**config.mk**
```make
export PLATFORM = sky130hd
export DESIGN_NAME = chan_route
export DESIGN_NICKNAME = d
export VERILOG_FILES = /design/src/rtl/chan_route_pkg.sv /design/src/rtl/chan_ctrl_reg.sv /design/src/rtl/chan_steer.sv /design/src/rtl/chan_space.sv /design/src/rtl/chan_route.sv
export SDC_FILE = /design/constraint.sdc
export NUM_CORES = 1
export LEC_CHECK = 0
export BUFFER_PORTS_ARGS = -buffer_cell sky130_fd_sc_hd__buf_2
export CELL_PAD_IN_SITES_DETAIL_PLACEMENT = 1
export CELL_PAD_IN_SITES_GLOBAL_PLACEMENT = 2
export CORE_MARGIN = 4
export CORE_UTILIZATION = 17
export CTS_CLUSTER_DIAMETER = 30
export CTS_CLUSTER_SIZE = 16
export DETAILED_ROUTE_END_ITERATION = 8
export PLACE_DENSITY = 0.75
export SETUP_SLACK_MARGIN = 0.5
export SLEW_MARGIN = 20
export SYNTH_ARGS = -nofsm -noshare
export SYNTH_HDL_FRONTEND = slang
export SYNTH_SLANG_ARGS = --single-unit
export TNS_END_PERCENT = 10
```
**constraint.sdc**
```tcl
create_clock -name clk_i -period 3.24 [get_ports clk_i]
set_input_delay 0.324 -clock clk_i [delete_from_list [all_inputs] [get_ports clk_i]]
set_output_delay 0.324 -clock clk_i [all_outputs]
set_load 0.01 [all_outputs]
```
**src/rtl/chan_route_pkg.sv**
```systemverilog
package chan_route_pkg;

  typedef enum logic [1:0] {
    CM_NORMAL = 2'd0,
    CM_ECHO   = 2'd1,
    CM_LOCAL  = 2'd2,
    CM_REMOTE = 2'd3
  } chan_mode_e;

  localparam int CTRL_W = 9;

  // control bit positions
  localparam int CB_RX_FLUSH = 0;
  localparam int CB_TX_FLUSH = 1;
  localparam int CB_RX_EN    = 2;
  localparam int CB_RX_DIS   = 3;
  localparam int CB_TX_EN    = 4;
  localparam int CB_TX_DIS   = 5;

  localparam logic [CTRL_W-1:0] CTRL_RESET = 9'h128;

  function automatic logic mode_line_rx(chan_mode_e m);
    return (m == CM_NORMAL) || (m == CM_ECHO);
  endfunction

  function automatic logic mode_line_tx(chan_mode_e m);
    return (m == CM_ECHO) || (m == CM_REMOTE);
  endfunction

endpackage

```
**src/rtl/chan_ctrl_reg.sv**
```systemverilog
module chan_ctrl_reg
  import chan_route_pkg::*;
(
  input  logic              clk_i,
  input  logic              rst_ni,
  input  logic              wr_i,
  input  logic [CTRL_W-1:0] wdata_i,
  output logic [CTRL_W-1:0] ctrl_o,
  output logic              rx_open_o,
  output logic              tx_open_o,
  output logic              rx_flush_o,
  output logic              tx_flush_o
);

  localparam logic [CTRL_W-1:0] SELF_CLR = CTRL_W'((1 << CB_RX_FLUSH) | (1 << CB_TX_FLUSH));

  logic [CTRL_W-1:0] ctrl_q;
  logic [1:0]        flush_q;

  always_ff @(posedge clk_i or negedge rst_ni) begin
    if (!rst_ni) begin
      ctrl_q  <= CTRL_RESET;
      flush_q <= 2'b00;
    end else begin
      flush_q <= wr_i ? {wdata_i[CB_TX_FLUSH], wdata_i[CB_RX_FLUSH]} : 2'b00;
      if (wr_i) ctrl_q <= wdata_i & ~SELF_CLR;
    end
  end

  assign ctrl_o     = ctrl_q;
  assign rx_open_o  = ctrl_q[CB_RX_EN] & ~ctrl_q[CB_RX_DIS];
  assign tx_open_o  = ctrl_q[CB_TX_EN] & ~ctrl_q[CB_TX_DIS];
  assign rx_flush_o = flush_q[0];
  assign tx_flush_o = flush_q[1];

endmodule

```
**src/rtl/chan_steer.sv**
```systemverilog
module chan_steer
  import chan_route_pkg::*;
#(
  parameter int DW = 8
) (
  input  chan_mode_e    mode_i,
  input  logic          line_valid_i,
  input  logic          line_break_i,
  input  logic [DW-1:0] line_data_i,
  input  logic          host_wr_i,
  input  logic [DW-1:0] host_wdata_i,
  input  logic          host_rd_i,
  input  logic          rx_open_i,
  input  logic          tx_open_i,
  input  logic          rx_full_i,
  input  logic          tx_full_i,
  input  logic          rx_empty_i,
  input  logic [DW-1:0] rx_head_i,
  output logic          rx_push_o,
  output logic [DW-1:0] rx_wdata_o,
  output logic          tx_push_o,
  output logic [DW-1:0] tx_wdata_o,
  output logic          rx_pop_o,
  output logic [DW-1:0] host_rdata_o,
  output logic          rx_ovr_hit_o,
  output logic          tx_ovr_hit_o
);

  logic          line_rx_req, line_tx_req, host_rx_req, host_tx_req;
  logic          rx_req, tx_req;
  logic [DW-1:0] line_byte;

  // a break replaces the byte with zero and is never looped to TX
  assign line_byte   = line_break_i ? '0 : line_data_i;
  assign line_rx_req = mode_line_rx(mode_i) & (line_valid_i | line_break_i);
  assign line_tx_req = mode_line_tx(mode_i) & line_valid_i & ~line_break_i;
  assign host_tx_req = (mode_i == CM_NORMAL) & host_wr_i;
  assign host_rx_req = (mode_i == CM_LOCAL)  & host_wr_i;

  // modes never give one FIFO two sources at once
  assign rx_req     = line_rx_req | host_rx_req;
  assign tx_req     = line_tx_req | host_tx_req;
  assign rx_wdata_o = host_rx_req ? host_wdata_i : line_byte;
  assign tx_wdata_o = host_tx_req ? host_wdata_i : line_data_i;

  assign rx_push_o    = rx_req & rx_open_i & ~rx_full_i;
  assign tx_push_o    = tx_req & tx_open_i & ~tx_full_i;
  assign rx_ovr_hit_o = rx_req & rx_open_i & rx_full_i;
  assign tx_ovr_hit_o = tx_req & tx_open_i & tx_full_i;

  assign rx_pop_o     = host_rd_i & rx_open_i & ~rx_empty_i;
  assign host_rdata_o = rx_pop_o ? rx_head_i : '0;

endmodule

```
**src/rtl/chan_space.sv**
```systemverilog
module chan_space
  import chan_route_pkg::*;
#(
  parameter int RX_DEPTH = 64,
  parameter int TX_DEPTH = 64,
  localparam int MAXD = (RX_DEPTH > TX_DEPTH) ? RX_DEPTH : TX_DEPTH,
  localparam int RXCW = $clog2(RX_DEPTH + 1),
  localparam int TXCW = $clog2(TX_DEPTH + 1),
  localparam int SW   = $clog2(MAXD + 1)
) (
  input  chan_mode_e      mode_i,
  input  logic [RXCW-1:0] rx_count_i,
  input  logic [TXCW-1:0] tx_count_i,
  output logic [SW-1:0]   space_o
);

  logic [SW-1:0] rx_free, tx_free;

  assign rx_free = SW'(RX_DEPTH) - SW'(rx_count_i);
  assign tx_free = SW'(TX_DEPTH) - SW'(tx_count_i);

  always_comb begin
    space_o = SW'(MAXD);
    if (mode_line_rx(mode_i) && rx_free < space_o) space_o = rx_free;
    if (mode_line_tx(mode_i) && tx_free < space_o) space_o = tx_free;
  end

endmodule

```
**src/rtl/chan_route.sv**
```systemverilog
module chan_route
  import chan_route_pkg::*;
#(
  parameter int DW       = 8,
  parameter int RX_DEPTH = 64,
  parameter int TX_DEPTH = 64,
  localparam int MAXD = (RX_DEPTH > TX_DEPTH) ? RX_DEPTH : TX_DEPTH,
  localparam int RXCW = $clog2(RX_DEPTH + 1),
  localparam int TXCW = $clog2(TX_DEPTH + 1),
  localparam int SW   = $clog2(MAXD + 1)
) (
  input  logic              clk_i,
  input  logic              rst_ni,
  input  logic [1:0]        mode_i,
  input  logic              ctrl_wr_i,
  input  logic [CTRL_W-1:0] ctrl_wdata_i,
  output logic [CTRL_W-1:0] ctrl_o,
  input  logic              line_valid_i,
  input  logic              line_break_i,
  input  logic [DW-1:0]     line_data_i,
  input  logic              host_wr_i,
  input  logic [DW-1:0]     host_wdata_i,
  input  logic              host_rd_i,
  output logic [DW-1:0]     host_rdata_o,
  output logic              rxf_push_o,
  output logic [DW-1:0]     rxf_wdata_o,
  output logic              rxf_pop_o,
  input  logic [DW-1:0]     rxf_rdata_i,
  input  logic [RXCW-1:0]   rxf_count_i,
  output logic              rxf_flush_o,
  output logic              txf_push_o,
  output logic [DW-1:0]     txf_wdata_o,
  input  logic [TXCW-1:0]   txf_count_i,
  output logic              txf_flush_o,
  output logic              rx_ovr_o,
  output logic              tx_ovr_o,
  output logic [SW-1:0]     space_o
);

  chan_mode_e mode;
  logic       rx_open, tx_open;
  logic       rx_full, tx_full, rx_empty;
  logic       rx_ovr_hit, tx_ovr_hit;
  logic       rx_ovr_q, tx_ovr_q;

  assign mode     = chan_mode_e'(mode_i);
  assign rx_full  = rxf_count_i >= RXCW'(RX_DEPTH);
  assign tx_full  = txf_count_i >= TXCW'(TX_DEPTH);
  assign rx_empty = rxf_count_i == '0;

  chan_ctrl_reg u_ctrl (
    .clk_i      (clk_i),
    .rst_ni     (rst_ni),
    .wr_i       (ctrl_wr_i),
    .wdata_i    (ctrl_wdata_i),
    .ctrl_o     (ctrl_o),
    .rx_open_o  (rx_open),
    .tx_open_o  (tx_open),
    .rx_flush_o (rxf_flush_o),
    .tx_flush_o (txf_flush_o)
  );

  chan_steer #(.DW(DW)) u_steer (
    .mode_i       (mode),
    .line_valid_i (line_valid_i),
    .line_break_i (line_break_i),
    .line_data_i  (line_data_i),
    .host_wr_i    (host_wr_i),
    .host_wdata_i (host_wdata_i),
    .host_rd_i    (host_rd_i),
    .rx_open_i    (rx_open),
    .tx_open_i    (tx_open),
    .rx_full_i    (rx_full),
    .tx_full_i    (tx_full),
    .rx_empty_i   (rx_empty),
    .rx_head_i    (rxf_rdata_i),
    .rx_push_o    (rxf_push_o),
    .rx_wdata_o   (rxf_wdata_o),
    .tx_push_o    (txf_push_o),
    .tx_wdata_o   (txf_wdata_o),
    .rx_pop_o     (rxf_pop_o),
    .host_rdata_o (host_rdata_o),
    .rx_ovr_hit_o (rx_ovr_hit),
    .tx_ovr_hit_o (tx_ovr_hit)
  );

  chan_space #(.RX_DEPTH(RX_DEPTH), .TX_DEPTH(TX_DEPTH)) u_space (
    .mode_i     (mode),
    .rx_count_i (rxf_count_i),
    .tx_count_i (txf_count_i),
    .space_o    (space_o)
  );

  always_ff @(posedge clk_i or negedge rst_ni) begin
    if (!rst_ni) begin
      rx_ovr_q <= 1'b0;
      tx_ovr_q <= 1'b0;
    end else begin
      rx_ovr_q <= rx_ovr_hit;
      tx_ovr_q <= tx_ovr_hit;
    end
  end

  assign rx_ovr_o = rx_ovr_q;
  assign tx_ovr_o = tx_ovr_q;

endmodule

```
==> results_dict.tcl, run 1 <==
set metrics [dict create \
    status "complete, but fails checks" \
    violations "setup timing" \
    required_ns 2.92 \
    layout_commonest_cell "buf_2" \
    setup_viol 5 \
    finalPower_mw 0.572 \
    vias 1492 \
    worst-path-buf-inv 5 \
    slowest_stage "or4_4" \
    port_buffers 100 \
    cp-start-kind "input port" \
    gr-total-overflow 0 \
    wl_per_cell_um 12.5 \
    antenna_cells 0 \
    drc 0 \
    cts_buffers 3 \
    synth-seq-cells 11 \
    rsz0062_at_grt "true" \
    crit_path_max_fanout 4 \
    slowest_delay_ns 0.48 \
    min_period_ns 3.30 \
    antenna_found_initial 0 \
    syn-cell-area_mm2 0.00125 \
    rr_worst_depth 2 \
    yosysSeqAreaShare_pct 22.4 \
    die-area_mm2 0.00876 \
    fin_skew_ns 0.00390 \
    worst_pin_slew_ns 0.747 \
    critPathMostFrequentCell "buf_6" \
    hold_viol 0 \
    cts_num_sinks 11 \
    mostFrequentLayoutCells "buf_2 (94), nand2_1 (22), mux2_2 (15), buf_4 (15), and2_1 (11)" \
    layout_setup_ws_ns -0.0637 \
    critPathCaptureType "output pin" \
    path_delay_family "simple AND/OR/NAND/NOR gates" \
    synthesis.instances 147 \
    grt_pass1_wl_um 7450 \
    cp.arrival_ns 2.98 \
    nets 331 \
    first_pass_iters 4 \
    fp.dieW_um 93.6 \
    clk_pin_slew_ns 0.05 \
    htreeDepth 1 \
    grt_pass1_vias 1589 \
    core_mm2 0.00694 \
    rows 30 \
    ir_drop_v 0.000142 \
    cts_tree "built" \
    clock_latency_ns 0.23 \
    vias_per_cell 4.12 \
    leakage_nw 1.15 \
    cts_max_path_buffers 2 \
    drt-initial-drc-count 11 \
    timing.final.crit_share_pct 102 \
    max_cap_viol_count 0 \
    crit_cells 14 \
    cp_cell_sequence "buf_12 > buf_6 > or4_4 > or3_4 > and3_4 > inv_2 > ha_4 > nand4_1 > nor2_1 > nor3b_2 > o311ai_4 > buf_6 > mux2_4 > buf_6" \
    whs_path_depth 2 \
    power-per-cell-area_mw_per_mm2 258 \
    critPathKind "input port to output pin" \
    fmax_ghz 0.303 \
    syn_to_final_growth_pct 77.9 \
    num_io_pins 103 \
    grt_max_degree 12 \
    grt_use_total_pct 10.3 \
    hold_class "input port to register" \
    fp.dieH_um 93.6 \
    ant_nets 0 \
    hpwl_um 3960 \
    holdWs_ns 0.307 \
    start_util_pct 17.9 \
    cts-root-buf "clkbuf_8" \
    syn-mean-instance-area_um2 8.48 \
    yosys_warnings 0 \
    drt_wl_total_um 4540 \
    gp_congestion 0.697 \
    layout-drive-gt1-share_pct 62.8 \
    synth.distinct_cells 37 \
    drv_slew 0 \
    slew_headroom_pct 50.0 \
]
[repair_timing]
action | 4_1_cts | 5_1_grt
resized for setup | 16 | 6
pin swaps | 8 | 12
cloned | 0 | 0
buffers inserted | 5 | 1
hold buffers | 1 | 0
hold endpoints to repair | 8 | 0
endpoints found under the setup margin | 7 | 7
[final cells by class]
class | instances | area (um^2)
clock inverters | 1 | 5.00
fillers | 857 | 4730
multi-input cells | 120 | 993
clock buffers | 3 | 41.3
well taps | 96 | 120
repair buffers | 120 | 714
inverters | 11 | 63.8
flip-flops and latches | 11 | 279
[report_power, final]
group	total [mW]	switching [mW]	internal, mW	leakage [nW]
Clock	0.132	0.0482	0.0842	0.0255
Sequential	0.159	0.00708	0.151	0.132
Combinational	0.281	0.130	0.152	0.992
Total	0.572	0.185	0.387	1.15
[cell families (layout without fill, tap and decap cells)]
logic type	Yosys count	after routing	share of synthesized area [%]
AO/OA/AOI/OAI	10	10	6.43
buffers and inverters	17	135	5.72
XOR/XNOR	7	7	4.92
adder cells (fa/ha/maj)	8	8	8.03
multiplexers	22	22	19.6
other	1	2	0.301
flip-flops	11	11	22.4
AND/OR/NAND/NOR	71	71	32.6
[state kept, by name (all words and copies together), names as in the netlist]
register,cells
u_ctrl.flush_q,2
u_ctrl.ctrl_o,7
tx_ovr_o,1
rx_ovr_o,1
[metrics by stage]
stage               cells  TNS, ns  cell area (um^2)  setup WS (ns)  util [%]
CTS                   361   -0.237              2190        -0.0603      31.6
global placement      351    -1.26              2020         -0.219      29.1
detailed placement    351    -1.55              2020         -0.267      29.1
floorplan             148        0              1330          0.164         -
global route          362   -0.823              2220         -0.163      31.9
finish                362   -0.243              2220        -0.0637      31.9
[Yosys cell counts]
cell type	n	area share, %
nor3b_4	1	1.5
a31oi_1	1	0.50
nand3_1	8	3.2
ha_1	8	8.0
and3b_1	2	1.4
a21oi_1	2	0.80
nor2_1	6	1.8
and3_1	2	1.0
o31ai_1	1	0.60
a21boi_0	1	0.60
nand3b_1	3	1.8
o21a_1	1	0.60
conb_1	1	0.30
nor4bb_1	2	1.6
mux2_2	19	17
xor2_1	1	0.70
nor4_2	1	1.0
nand2_1	23	6.9
nor3b_2	1	1.0
clkinv_1	1	0.30
or4_1	1	0.60
xnor2_1	6	4.2
inv_1	10	3.0
o21ai_0	3	1.2
dfrtp_1	8	16
nor3_1	2	0.80
and2_1	11	5.5
nor4b_1	1	0.70
dfstp_2	3	6.3
nor3b_1	2	1.2
mux2i_1	3	2.4
nand4_1	1	0.50
or3_1	2	1.0
clkbuf_1	4	1.2
o311ai_4	1	2.1
buf_4	2	1.2
nor2b_1	2	1.0
[worst reg2reg max path, cell delays in order, from the launching register on]
cell and delay, ns:
dfstp_2 0.56, nand3b_1 0.13, nor2b_1 0.05
[metal layers]
metal  GRT usage [%]  share of wire (%)  vias to the layer above
met3            2.17                7.4                        2
met5               0                  0                        -
met2            18.4                 50                       62
met4            1.44               0.55                        0
met1            12.8                 42                      685
li1                -                  -                      743
[worst paths after layout]
path	startpoint	to	slack (ns)
setup / recovery	rxf_count_i[1]	space_o[6]	-0.06
hold / removal	ctrl_wdata_i[1]	u_ctrl.flush_q[1]	0.31
setup reg to reg	u_ctrl.ctrl_o[3]	rx_ovr_o	2.39
hold reg to reg	u_ctrl.ctrl_o[7]	u_ctrl.ctrl_o[7]	0.50
max in group asynchronous	rst_ni	u_ctrl.ctrl_o[5]	2.48
min in group asynchronous	rst_ni	u_ctrl.ctrl_o[4]	0.49
Power figures use the tool's default switching activity.
==> run 2: changes to the inputs <==
- CELL_PAD_IN_SITES_DETAIL_PLACEMENT: 1 -> default
- CELL_PAD_IN_SITES_GLOBAL_PLACEMENT: 2 -> default
- CORE_UTILIZATION: 17 -> 35
- PLACE_DENSITY: 0.75 -> 0.77
==> results_dict.tcl, run 2 (synthesis gave the netlist of run 1 again) <==
set metrics [dict create \
    power-per-cell-area_mw_per_mm2 246 \
    clk_pin_slew_ns 0.07 \
    wl_per_cell_um 12.9 \
    slowest_delay_ns 0.38 \
    violations "setup timing" \
    p_sw_share_pct 34.1 \
    core_mm2 0.00339 \
    power.internal_mw 0.348 \
    cp-start-kind "input port" \
    p_clk_share_pct 17.6 \
    worst-path-buf-inv 7 \
    worst_pin_slew_ns 0.668 \
    critPathKind "input port to output pin" \
    cts-root-buf "clkbuf_4" \
    ant_nets 0 \
    die-area_mm2 0.00458 \
    drv_slew 0 \
    syn_to_final_growth_pct 72.2 \
    htreeDepth 1 \
    slew_headroom_pct 55.3 \
    antenna_found_initial 0 \
    cp_cell_sequence "buf_12 > inv_12 > ha_4 > nor3b_4 > and3b_1 > or3_4 > inv_4 > and3_4 > inv_2 > ha_4 > nand4_1 > buf_4 > o311ai_4 > buf_6 > mux2_4 > buf_6" \
    rsz0062_at_grt "true" \
    clock_latency_ns 0.27 \
    cts_max_path_buffers 2 \
    rows 21 \
    status "complete, but fails checks" \
    setup_viol 6 \
    cts_buffers 3 \
    first_pass_iters 4 \
    grt_use_total_pct 16.6 \
    grt_max_degree 12 \
    grt_pass1_vias 1396 \
    reg2reg_slack_ns 2.38 \
    max_cap_viol_count 0 \
    vias_per_cell 4.58 \
    hpwl_um 3330 \
    vias 1448 \
    layout-drive-gt1-share_pct 61.5 \
    critPathCaptureType "output pin" \
    final.setup.tns_ns -0.384 \
    drt-initial-drc-count 19 \
    cp.arrival_ns 3.01 \
    finish.utilization_pct 63.3 \
    drc 0 \
    layout_commonest_cell "buf_2" \
    fp.dieW_um 67.7 \
    hold_class "input port to register" \
    drt_wl_total_um 4080 \
    timing.final.crit_share_pct 103 \
    slowest_stage "or3_4" \
    leakage_nw 1.15 \
    combPwrFrac_pct 52.4 \
    power_frac_seq_pct 30.0 \
    grt_pass1_wl_um 5930 \
    start_util_pct 36.8 \
    nets 335 \
    required_ns 2.92 \
    ir_drop_v 0.000176 \
    antenna_cells 0 \
    num_io_pins 103 \
    fin_skew_ns 0.00328 \
    gp_congestion 0.896 \
    largest_reg_flops 7 \
    mostFrequentLayoutCells "buf_2 (94), nand2_1 (23), buf_4 (21)" \
    layout_setup_ws_ns -0.0946 \
    min_period_ns 3.33 \
    fill_cells 297 \
    fp.dieH_um 67.7 \
    crit_path_max_fanout 4 \
    port_buffers 100 \
    cts_tree "built" \
    switchingPower_mw 0.180 \
    path_delay_family "simple AND/OR/NAND/NOR gates" \
    gr-total-overflow 0 \
    hold_viol 0 \
    cts_num_sinks 11 \
    fmax_ghz 0.300 \
]
## run 2: cell types whose count changed in the layout (fill, tap and decap cells not counted), moves of 3 or more
cell      before  now
clkbuf_4       0    3
clkbuf_8       3    0
buf_6          9    6
buf_4         15   21
## run 2: worst paths after layout
path,cells after the start,endpoint,start
worst max-delay path,16,space_o[3],rxf_count_i[1]
worst min-delay path,2,u_ctrl.flush_q[1],ctrl_wdata_i[1]
worst max register to register,2,rx_ovr_o,u_ctrl.ctrl_o[3]
worst min register to register,1,u_ctrl.ctrl_o[6],u_ctrl.ctrl_o[6]
max in group asynchronous,2,u_ctrl.ctrl_o[8],rst_ni
min in group asynchronous,2,u_ctrl.flush_q[1],rst_ni
## run 2: cell type report
| class | count | area, um^2 | area share (%) |
|---|---|---|---|
| multi-input cells | 120 | 981 | 45.7 |
| repair buffers | 124 | 741 | 34.5 |
| flip-flops and latches | 11 | 279 | 13.0 |
| inverters | 11 | 61.3 | 2.86 |
| well taps | 46 | 57.6 | 2.68 |
| clock buffers | 4 | 26.3 | 1.22 |
## run 2: power groups by stage
stage	combinational (mW)	sequential [mW]	clock [mW]
final	0.277	0.158	0.0926
after global routing	0.302	0.160	0.101
after CTS	0.271	0.158	0.0954
after detailed placement	0.250	0.161	0
after global placement	0.244	0.160	0
after floorplan	0.131	0.165	0
## run 2: repair_timing
item,4_1_cts,5_1_grt
endpoints found under the hold margin,8,0
hold buffers,1,0
endpoints found under the setup margin,7,7
buffers inserted,5,3
gates resized for setup,12,4
pin swaps,7,7
## run 2: metal layers
layer	up-vias	GRT usage, %	share of wire, %
met1	618	18.8	39
met5	-	0	0
met2	73	32.3	51
met4	0	1.52	0
met3	0	3.66	10
li1	757	-	-
## run 2: per-stage QoR
step / total power, mW / cells / hold WS (ns) / area, um^2 / setup slack [ns]
CTS: 0.524 / 313 / 0.259 / 2100 / -0.109
detailed placement: 0.410 / 303 / 0.202 / 1970 / -0.326
global placement: 0.404 / 303 / 0.202 / 1970 / -0.160
finish: 0.528 / 316 / 0.264 / 2150 / -0.0946
global route: 0.562 / 316 / 0.274 / 2150 / -0.205
floorplan: 0.296 / 148 / 0.0284 / 1330 / 0.164
==> run 3: changes to the inputs <==
- CELL_PAD_IN_SITES_DETAIL_PLACEMENT: default -> 0
- CELL_PAD_IN_SITES_GLOBAL_PLACEMENT: default -> 2
- CORE_UTILIZATION: 35 -> 17
- PLACE_DENSITY: 0.77 -> 0.75
==> results_dict.tcl, run 3 (synthesis gave the netlist of run 1 again) <==
set metrics [dict create \
    status "complete, but fails checks" \
    violations "setup timing" \
    finish.utilization_pct 32.1 \
    cts-root-buf "clkbuf_8" \
    slowest_stage "or3_4" \
    wl_per_cell_um 11.5 \
    critPathKind "input port to output pin" \
    cp-start-kind "input port" \
    top_layer "met3" \
    met2_length_um 2040 \
    fp.dieW_um 93.6 \
    min_period_ns 3.28 \
    routed-wl-met3_um 376 \
    cts_num_sinks 11 \
    finalPower_mw 0.566 \
    fmax_ghz 0.304 \
    rsz0062_at_grt "true" \
    dpl_cell_area_mm2 0.00202 \
    antenna_found_initial 0 \
    clk_pin_slew_ns 0.05 \
    num_io_pins 103 \
    nets 334 \
    core_mm2 0.00694 \
    holdWs_ns 0.301 \
    layout-drive-gt1-share_pct 61.7 \
    mostFrequentLayoutCells "buf_2 (94), nand2_1 (23), buf_4 (19)" \
    cts_buffers 3 \
    first_pass_iters 4 \
    leakage_nw 1.16 \
    gr-total-overflow 0 \
    clock_latency_ns 0.23 \
    slew_headroom_pct 51.6 \
    start_util_pct 17.9 \
    grt_max_degree 12 \
    hpwl_um 3620 \
    slowest_delay_ns 0.38 \
    vias 1451 \
    syn_to_final_growth_pct 78.9 \
    layout_setup_ws_ns -0.0445 \
    hold_class "input port to register" \
    drc 0 \
    grt_pass1_wl_um 6660 \
    drt_wl_total_um 4200 \
    die-area_mm2 0.00876 \
    gp_congestion 0.697 \
    grt_pass1_vias 1403 \
    drt-initial-drc-count 22 \
    cts_max_path_buffers 2 \
    drv_slew 0 \
    hold_viol 0 \
    stdcell_area_mm2 0.00223 \
    htreeDepth 1 \
    cts_tree "built" \
    critPathCaptureType "output pin" \
    crit_path_max_fanout 5 \
    fp.dieH_um 93.6 \
    required_ns 2.92 \
    timing.final.crit_share_pct 101 \
    ir_drop_v 0.000156 \
    antenna_cells 0 \
    ant_nets 0 \
    cp.arrival_ns 2.96 \
    worst_pin_slew_ns 0.723 \
    port_buffers 100 \
    final.setup.tns_ns -0.133 \
    power-per-cell-area_mw_per_mm2 254 \
    vias_per_cell 3.98 \
    layout_commonest_cell "buf_2" \
    cp_cell_sequence "buf_12 > inv_12 > ha_4 > nor3b_4 > and3b_1 > or3_4 > inv_4 > and3_4 > inv_4 > ha_4 > nand4_1 > buf_4 > o311ai_4 > buf_6 > mux2_4 > buf_6" \
    setup_viol 5 \
    fin_skew_ns 0.0000777 \
    wl_met1_um 1780 \
    max_cap_viol_count 0 \
    grt_use_total_pct 9.19 \
    largest_reg_flops 7 \
    rows 30 \
]
## run 3: worst max-delay path, delay by kind of cell
kind,cells,cell delay [ns]
adder cells (fa/ha/maj),2,0.38
buffers and inverters,7,0.69
AND/OR/NAND/NOR,5,1.00
AO/OA/AOI/OAI,1,0.25
multiplexers,1,0.31
## run 3: power by group
part           leakage [nW]  switching, mW  total, mW  internal (mW)
clock                0.0228         0.0456      0.131         0.0859
combinational          1.01          0.125      0.276          0.150
sequential            0.132        0.00762      0.159          0.152
total                  1.16          0.178      0.566          0.388
## run 3: final timing paths
kind	from	endpoint	slack [ns]	cells past startpoint
min in group asynchronous	rst_ni	u_ctrl.flush_q[0]	0.49	2
worst max-delay path	rxf_count_i[1]	space_o[6]	-0.04	16
worst min-delay path	ctrl_wdata_i[1]	u_ctrl.flush_q[1]	0.30	2
worst max register to register	u_ctrl.ctrl_o[3]	rx_ovr_o	2.39	2
worst min register to register	u_ctrl.ctrl_o[6]	u_ctrl.ctrl_o[6]	0.52	1
max in group asynchronous	rst_ni	u_ctrl.ctrl_o[8]	2.49	2
## run 3: cell type report
type | instances | area (um^2)
Fill cell | 750 | 4710
Multi-Input combinational cell | 120 | 985
Timing Repair Buffer | 123 | 737
Sequential cell | 11 | 279
Tap cell | 96 | 120
Inverter | 11 | 63.8
Clock buffer | 4 | 45.0
## run 3: routing by layer
layer / global-route usage, % / vias up
met1: 11.7 / 639
met4: 1.08 / 0
met2: 16.1 / 61
li1: - / 751
met5: 0 / -
met3: 2.33 / 0
## run 3: what timing repair did
item | 4_1_cts | 5_1_grt
setup endpoints to repair | 7 | 7
hold buffers | 1 | 0
resized for setup | 15 | 3
endpoints found under the hold margin | 8 | 0
pin swaps | 10 | 8
setup buffers | 6 | 3
## run 3: metrics by stage
stage          instances  setup slack [ns]
2_1_floorplan        148             0.164
3_3_place_gp         351            -0.219
6_report             365           -0.0445
3_5_place_dp         351            -0.274
4_1_cts              362           -0.0783
5_1_grt              365            -0.152
